`src/rtl/cfb_pkg.sv`:
```
package cfb_pkg;
  localparam int NUM_CH  = 4;
  localparam int NUM_FLT = 6;

  // extra input bits each coded filter needs so its encoder sum cannot overflow
  function automatic int grow_bits(input int idx);
    if (idx < NUM_CH) return 0;
    else if (idx == NUM_CH) return 2;
    else return 4;
  endfunction

  // full-precision accumulator width of one filter
  function automatic int acc_bits(input int in_w, input int c_w, input int taps);
    return in_w + c_w + $clog2(taps);
  endfunction
endpackage

```
`src/rtl/cfb_encoder.sv`:
```
module cfb_encoder
  import cfb_pkg::*;
#(
  parameter int DW = 8,
  localparam int EW = DW + 4
) (
  input  logic                 clk,
  input  logic                 rst,
  input  logic                 en,
  input  logic signed [DW-1:0] x   [NUM_CH],
  output logic signed [EW-1:0] enc [NUM_FLT]
);
  logic signed [EW-1:0] xe [NUM_CH];
  logic signed [EW-1:0] sum_all;
  logic signed [EW-1:0] sum_wt;

  always_comb begin
    for (int c = 0; c < NUM_CH; c++) xe[c] = EW'(x[c]);
    sum_all = xe[0] + xe[1] + xe[2] + xe[3];
    // weights 2 and 4 are shifts; weight 3 is a shift plus the operand itself
    sum_wt  = xe[0] + (xe[1] <<< 1) + ((xe[2] <<< 1) + xe[2]) + (xe[3] <<< 2);
  end

  always_ff @(posedge clk) begin
    if (rst) begin
      for (int f = 0; f < NUM_FLT; f++) enc[f] <= '0;
    end else if (en) begin
      for (int c = 0; c < NUM_CH; c++) enc[c] <= xe[c];
      enc[NUM_CH]   <= sum_all;
      enc[NUM_CH+1] <= sum_wt;
    end
  end

  // identity rows pass the channel sample through unchanged
  assert_enc_ident_R2: assert property (@(posedge clk) disable iff (rst)
    $past(en) && !$past(rst) |-> enc[1][DW-1:0] == $past(x[1]));

  // coded inputs hold while no sample is accepted
  assert_enc_hold_R7: assert property (@(posedge clk) disable iff (rst)
    !$past(en) && !$past(rst) |-> $stable(enc[NUM_CH+1]));
endmodule

```
`src/rtl/cfb_fir.sv`:
```
module cfb_fir #(
  parameter int IW   = 8,
  parameter int CW   = 8,
  parameter int NTAP = 4,
  parameter logic [NTAP*CW-1:0] COEF = '0,
  parameter int AW   = IW + CW + $clog2(NTAP)
) (
  input  logic                 clk,
  input  logic                 rst,
  input  logic                 adv,
  input  logic signed [IW-1:0] din,
  output logic signed [AW-1:0] acc
);
  logic signed [IW-1:0] dl [NTAP-1];
  logic signed [IW-1:0] tv [NTAP];

  always_ff @(posedge clk) begin
    if (rst) begin
      for (int k = 0; k < NTAP-1; k++) dl[k] <= '0;
    end else if (adv) begin
      dl[0] <= din;
      for (int k = 1; k < NTAP-1; k++) dl[k] <= dl[k-1];
    end
  end

  always_comb begin
    logic signed [AW-1:0] a_ext;
    logic signed [AW-1:0] c_ext;
    tv[0] = din;
    for (int k = 1; k < NTAP; k++) tv[k] = dl[k-1];
    acc = '0;
    for (int k = 0; k < NTAP; k++) begin
      a_ext = AW'(tv[k]);
      c_ext = AW'($signed(COEF[k*CW +: CW]));
      acc   = acc + a_ext * c_ext;
    end
  end

  // the delay line does not move without an advance
  assert_line_hold_R7: assert property (@(posedge clk) disable iff (rst)
    !$past(adv) && !$past(rst) |-> $stable(dl[0]));

  // an advance loads the newest input into the first delay stage
  assert_line_load_R2: assert property (@(posedge clk) disable iff (rst)
    $past(adv) && !$past(rst) |-> dl[0] == $past(din));
endmodule

```
`src/rtl/coded_fir_bank.sv`:
```
module coded_fir_bank
  import cfb_pkg::*;
#(
  parameter int DW   = 8,
  parameter int CW   = 8,
  parameter int NTAP = 4,
  parameter logic [NTAP*CW-1:0] COEF = 32'h07FD0502,
  localparam int ZW  = acc_bits(DW + 4, CW, NTAP)
) (
  input  logic                 clk,
  input  logic                 rst,
  input  logic                 smp_en,
  input  logic signed [DW-1:0] x1,
  input  logic signed [DW-1:0] x2,
  input  logic signed [DW-1:0] x3,
  input  logic signed [DW-1:0] x4,
  input  logic [NUM_FLT-1:0]   fault_mask,
  input  logic [ZW-1:0]        fault_val,
  output logic                 out_vld,
  output logic signed [ZW-1:0] z1,
  output logic signed [ZW-1:0] z2,
  output logic signed [ZW-1:0] z3,
  output logic signed [ZW-1:0] z4,
  output logic signed [ZW-1:0] z5,
  output logic signed [ZW-1:0] z6
);
  localparam int EW = DW + 4;

  logic signed [DW-1:0] xin  [NUM_CH];
  logic signed [EW-1:0] enc  [NUM_FLT];
  logic signed [ZW-1:0] accx [NUM_FLT];
  logic signed [ZW-1:0] zr   [NUM_FLT];
  logic                 enc_vld;

  assign xin[0] = x1;
  assign xin[1] = x2;
  assign xin[2] = x3;
  assign xin[3] = x4;

  cfb_encoder #(.DW(DW)) u_enc (
    .clk (clk),
    .rst (rst),
    .en  (smp_en),
    .x   (xin),
    .enc (enc)
  );

  for (genvar g = 0; g < NUM_FLT; g++) begin : g_flt
    localparam int IW = DW + grow_bits(g);
    localparam int AW = acc_bits(IW, CW, NTAP);
    logic signed [AW-1:0] acc_w;
    logic signed [IW-1:0] din_w;

    assign din_w = enc[g][IW-1:0];

    cfb_fir #(
      .IW   (IW),
      .CW   (CW),
      .NTAP (NTAP),
      .COEF (COEF),
      .AW   (AW)
    ) u_fir (
      .clk (clk),
      .rst (rst),
      .adv (enc_vld),
      .din (din_w),
      .acc (acc_w)
    );

    assign accx[g] = ZW'(acc_w);
  end

  always_ff @(posedge clk) begin
    if (rst) begin
      enc_vld <= 1'b0;
      out_vld <= 1'b0;
      for (int f = 0; f < NUM_FLT; f++) zr[f] <= '0;
    end else begin
      enc_vld <= smp_en;
      out_vld <= enc_vld;
      if (enc_vld) begin
        for (int f = 0; f < NUM_FLT; f++)
          zr[f] <= accx[f] ^ (fault_mask[f] ? fault_val : '0);
      end
    end
  end

  assign z1 = zr[0];
  assign z2 = zr[1];
  assign z3 = zr[2];
  assign z4 = zr[3];
  assign z5 = zr[4];
  assign z6 = zr[5];

  // every accepted sample strobes two edges later
  assert_latency_R6: assert property (@(posedge clk) disable iff (rst)
    $past(smp_en, 2) && !$past(rst) && !$past(rst, 2) |-> out_vld);

  // no strobe without a sample two edges earlier
  assert_no_spurious_R6: assert property (@(posedge clk) disable iff (rst)
    out_vld |-> $past(smp_en, 2));

  // outputs hold between strobes
  assert_hold_R7: assert property (@(posedge clk) disable iff (rst)
    !out_vld && !$past(rst) |->
      $stable(z1) && $stable(z2) && $stable(z3) && $stable(z4) && $stable(z5) && $stable(z6));

  // sum-coded filter agrees with the four channel filters when clean
  assert_sum_check_R3: assert property (@(posedge clk) disable iff (rst)
    out_vld && $past(fault_mask) == '0 |-> z5 == ZW'(z1 + z2 + z3 + z4));

  // weight-coded filter agrees with the weighted channel outputs when clean
  assert_wt_check_R4: assert property (@(posedge clk) disable iff (rst)
    out_vld && $past(fault_mask) == '0 |->
      z6 == ZW'(z1 + (z2 <<< 1) + (z3 + (z3 <<< 1)) + (z4 <<< 2)));
endmodule

```
`config.mk`:
```
export PLATFORM = sky130hd
export DESIGN_NAME = coded_fir_bank
export DESIGN_NICKNAME = d
export VERILOG_FILES = /design/src/rtl/cfb_pkg.sv /design/src/rtl/cfb_encoder.sv /design/src/rtl/cfb_fir.sv /design/src/rtl/coded_fir_bank.sv
export SDC_FILE = /design/constraint.sdc
export NUM_CORES = 2
export LEC_CHECK = 0
export BUFFER_PORTS_ARGS = -buffer_cell sky130_fd_sc_hd__buf_2
export CAP_MARGIN = 20
export CORE_MARGIN = 2
export CORE_UTILIZATION = 38
export CTS_BUF_LIST = sky130_fd_sc_hd__clkbuf_8 sky130_fd_sc_hd__clkbuf_16
export CTS_CLUSTER_SIZE = 12
export DETAILED_ROUTE_END_ITERATION = 8
export PLACE_DENSITY = 0.54
export SLEW_MARGIN = 10
export SYNTH_ARGS = -nofsm -noshare
export SYNTH_HDL_FRONTEND = slang
export SYNTH_SLANG_ARGS = --single-unit
```
`constraint.sdc`:
```
create_clock -name clk -period 11.8 [get_ports clk]
set_input_delay 0.59 -clock clk [delete_from_list [all_inputs] [get_ports clk]]
set_output_delay 0.59 -clock clk [all_outputs]
set_load 0.005 [all_outputs]
```
==> reports/summary.txt <==
Lkg Pwr = 0.0182 µW
Mapped Area = 0.0354 mm²
Startpoint Class = flip-flop
Root Buffer = clkbuf_16
Pre-antenna DRT Iters = 5
Synth Area in XOR/XNOR = 8.51%
CTS Hold Bufs = 0
top_reg_cell synth = edfxtp_1
clock-pin slew on the worst setup and hold paths = 0.06 ns
final RePlAce weighted congestion = 0.872
number of synthesized flops with an enable pin = 294
initial antenna violation count = 24
Max-Cap Viols = 0
CP arrival = 5.86 ns
RSZ-0062 raised after global routing = no
top sig layer = met5
CP peak stage delay = 0.58 ns
DP Area = 0.0377 mm²
Setup violations, final = 0
Worst-Skew Late Latency = 0.60 ns
Die X = 309 µm
pwr dens = 235 mW/mm²
final setup TNS = 0 ns
fin crit period = 5.57 ns
worst-path fanout max = 6
synth unique cells = 87
met1 WL = 42,900 µm
Synth Area in Simple Gates = 12.9%
met2 routed WL = 42,700 µm
Port Buf Inserts = 195
post-synthesis compound-gate area fraction = 10.5%
status = finished clean
die height = 309 µm
I/O Pins = 196
commonest non-fill, non-tap cell in the layout = inv_1
Nets = 4,733
Synth Warn # = 0
Slew @ Worst Pin = 0.963 ns
largest net degree at the start of global routing = 127
Seq cells post-synth = 350
met3 wire len = 5420 µm
GRT Overall Usage = 20.1%
total routed wirelength = 94,400 µm
ratio of cells with drive above 1 in the final layout = 8.17%
CORE AREA = 0.0919 mm²
Crit-path slowest cell = a41oi_4
Initial DRC Count = 1,475
CTS tree = done
Die Area = 0.0956 mm²
crit-path cells = ha_1 > inv_1 > fa_1 > inv_1 > fa_1 > a21o_1 > a21oi_1 > o21ai_1 > o41ai_1 > o211ai_1 > o21a_1 > fa_1 > inv_1 > ha_1 > nand2_1 > o21bai_1 > a41oi_4 > xnor2_1 > nor2_1
post-synthesis mux area share = 1.87%
remaining antenna violation count after routing = 0
final instance area = 0.0392 mm²
global-route wire length before repair = 148,000 µm
mean routed wirelength per cell = 18.1 µm
CP Capture Type = flip-flop
DRC = 0
vias in the first global route = 25,700
Max Fclk = 180 MHz
area share of fa/ha/maj cells after synthesis = 30.5%
max_slew headroom = 35.8%
maximum clock insertion buffer count = 3
maximum ir drop on the vdd rail = 0.194 mV
Hold WC Path Type = input port to flip-flop
commonest cells after routing, fill and taps aside = inv_1, ha_1, nor2_1, edfxtp_1, nand2_1
critical path class = flip-flop to flip-flop
total congestion overflow = 0
Clock Skew = 0.0243 ns
fin. max-slew vios = 0
critical path's top delay family = compound AO/OA/AOI/OAI gates
vias per cell = 4.90
Sink Count = 350
crit path buf inv count = 3
Tcrit/Tclk final = 47.2%
synthesis-to-layout area growth = 10.7%
fraction of registers with async set/reset = 0%
largest family of logic cells by synthesized area = adder cells
Post-Synthesis Cells = 3,765
syn_nets = 4,558
post-CTS sizing = 0
DR vias = 25,600
post-DP HPWL = 72,600 µm
row count = 111
hold_ws = 0.309 ns
Syn Area/Cell = 9.41 µm²
Initial Utilization = 38.5%
Critical Path RT = 12.10 ns
sequential-to-total area share from yosys stat = 28.1%
setup bufs post-CTS = 0
H-Tree Depth = 2
final hold violation count = 0
CTS buffer count = 46
## cell usage after synthesis (all sizes together), types with 7 or more instances
cell,n,area [µm²]
inv,650,2440
o211ai,27,213
o21a,32,240
xnor2,257,2250
or2,10,62.6
o31ai,9,77.6
dfxtp,56,1120
xor2,87,762
edfxtp,294,8830
a21oi,147,747
o21ai,121,609
nor3,64,320
clkbuf,56,210
buf,19,96.3
ha,510,6380
nand2b,34,213
or3,13,81.3
nor2b,40,250
o22ai,8,50.1
a211oi,28,220
nor3b,16,120
and3,16,100
nand2,261,980
o41ai,13,121
mux2i,65,651
nand3b,7,52.6
nand4,14,87.6
a21boi,8,60.1
nor2,399,1500
a21o,40,303
o21bai,34,263
a2111oi,9,113
and2,66,413
fa,220,4400
a31oi,24,180
nand3,39,195
o31a,9,78.8
## flip-flops by register name, summed over array words and instances (netlist names)
signal and cells:
g_flt.u_fir.dl 162, zr 132, u_enc.enc 54, enc_vld 1
out_vld 1
## path summary, 6_finish.rpt
check | from | endpoint | slack, ns | depth (start not counted)
worst min-delay path | x2[0] | u_enc.enc[48]$_SDFFE_PP0P_ | 0.31 | 3
worst min register to register | u_enc.enc[40]$_SDFFE_PP0P_ | u_enc.enc[40]$_SDFFE_PP0P_ | 0.49 | 2
worst max-delay path | g_flt[3].u_fir.dl[0][3]$_SDFFCE_PN0P_ | zr[3][15]$_SDFFCE_PN0P_ | 6.23 | 19
worst max register to register | g_flt[3].u_fir.dl[0][3]$_SDFFCE_PN0P_ | zr[3][15]$_SDFFCE_PN0P_ | 6.23 | 19
## worst register-to-register path, cell delays in order (launching register included)
cell      delay [ns]
edfxtp_1        0.44
ha_1            0.30
inv_1           0.05
fa_1            0.50
inv_1           0.07
fa_1            0.46
a21o_1          0.18
a21oi_1         0.24
o21ai_1         0.16
o41ai_1         0.49
o211ai_1        0.14
o21a_1          0.14
fa_1            0.49
inv_1           0.05
ha_1            0.32
nand2_1         0.15
o21bai_1        0.27
a41oi_4         0.58
xnor2_1         0.20
nor2_1          0.06
## area by class of cell
cell class / count / area (µm²)
Clock inverter: 36 / 259
Timing Repair Buffer: 202 / 1060
Fill cell: 9229 / 52700
Multi-Input combinational cell: 2690 / 22700
Inverter: 650 / 2440
Sequential cell: 350 / 9950
Tap cell: 1243 / 1560
Clock buffer: 49 / 1200
Antenna cell: 7 / 17.5
## per-stage QoR
stage	util (%)	setup WS, ns	cells	total power (µW)
final	42.6	6.23	5227	9200
after detailed placement	41.0	6.27	5135	7860
after CTS	42.6	6.24	5220	9320
after global placement	41.0	6.25	5135	7860
after floorplan	-	6.84	3765	6390
after global routing	42.6	5.79	5222	10100
## report_power, final
group / leakage, µW / total, µW / switching (µW) / internal (µW)
clock network: 0.000749 / 1390 / 601 / 784
logic: 0.0139 / 6180 / 3550 / 2620
registers: 0.00360 / 1640 / 85.6 / 1560
## logic make-up after synthesis
logic type               Yosys count
buffers and inverters            725
adder cells (fa/ha/maj)          730
AO/OA/AOI/OAI                    551
multiplexers                      66
XOR/XNOR                         344
flip-flops                       350
AND/OR/NAND/NOR                  999
## layer usage
layer	vias up	GRT usage, %
met3	137	4.00
li1	12900	-
met2	421	33.0
met4	24	6.05
met1	12100	26.8
met5	-	0
No activity file was read; power rests on OpenSTA's default activity.
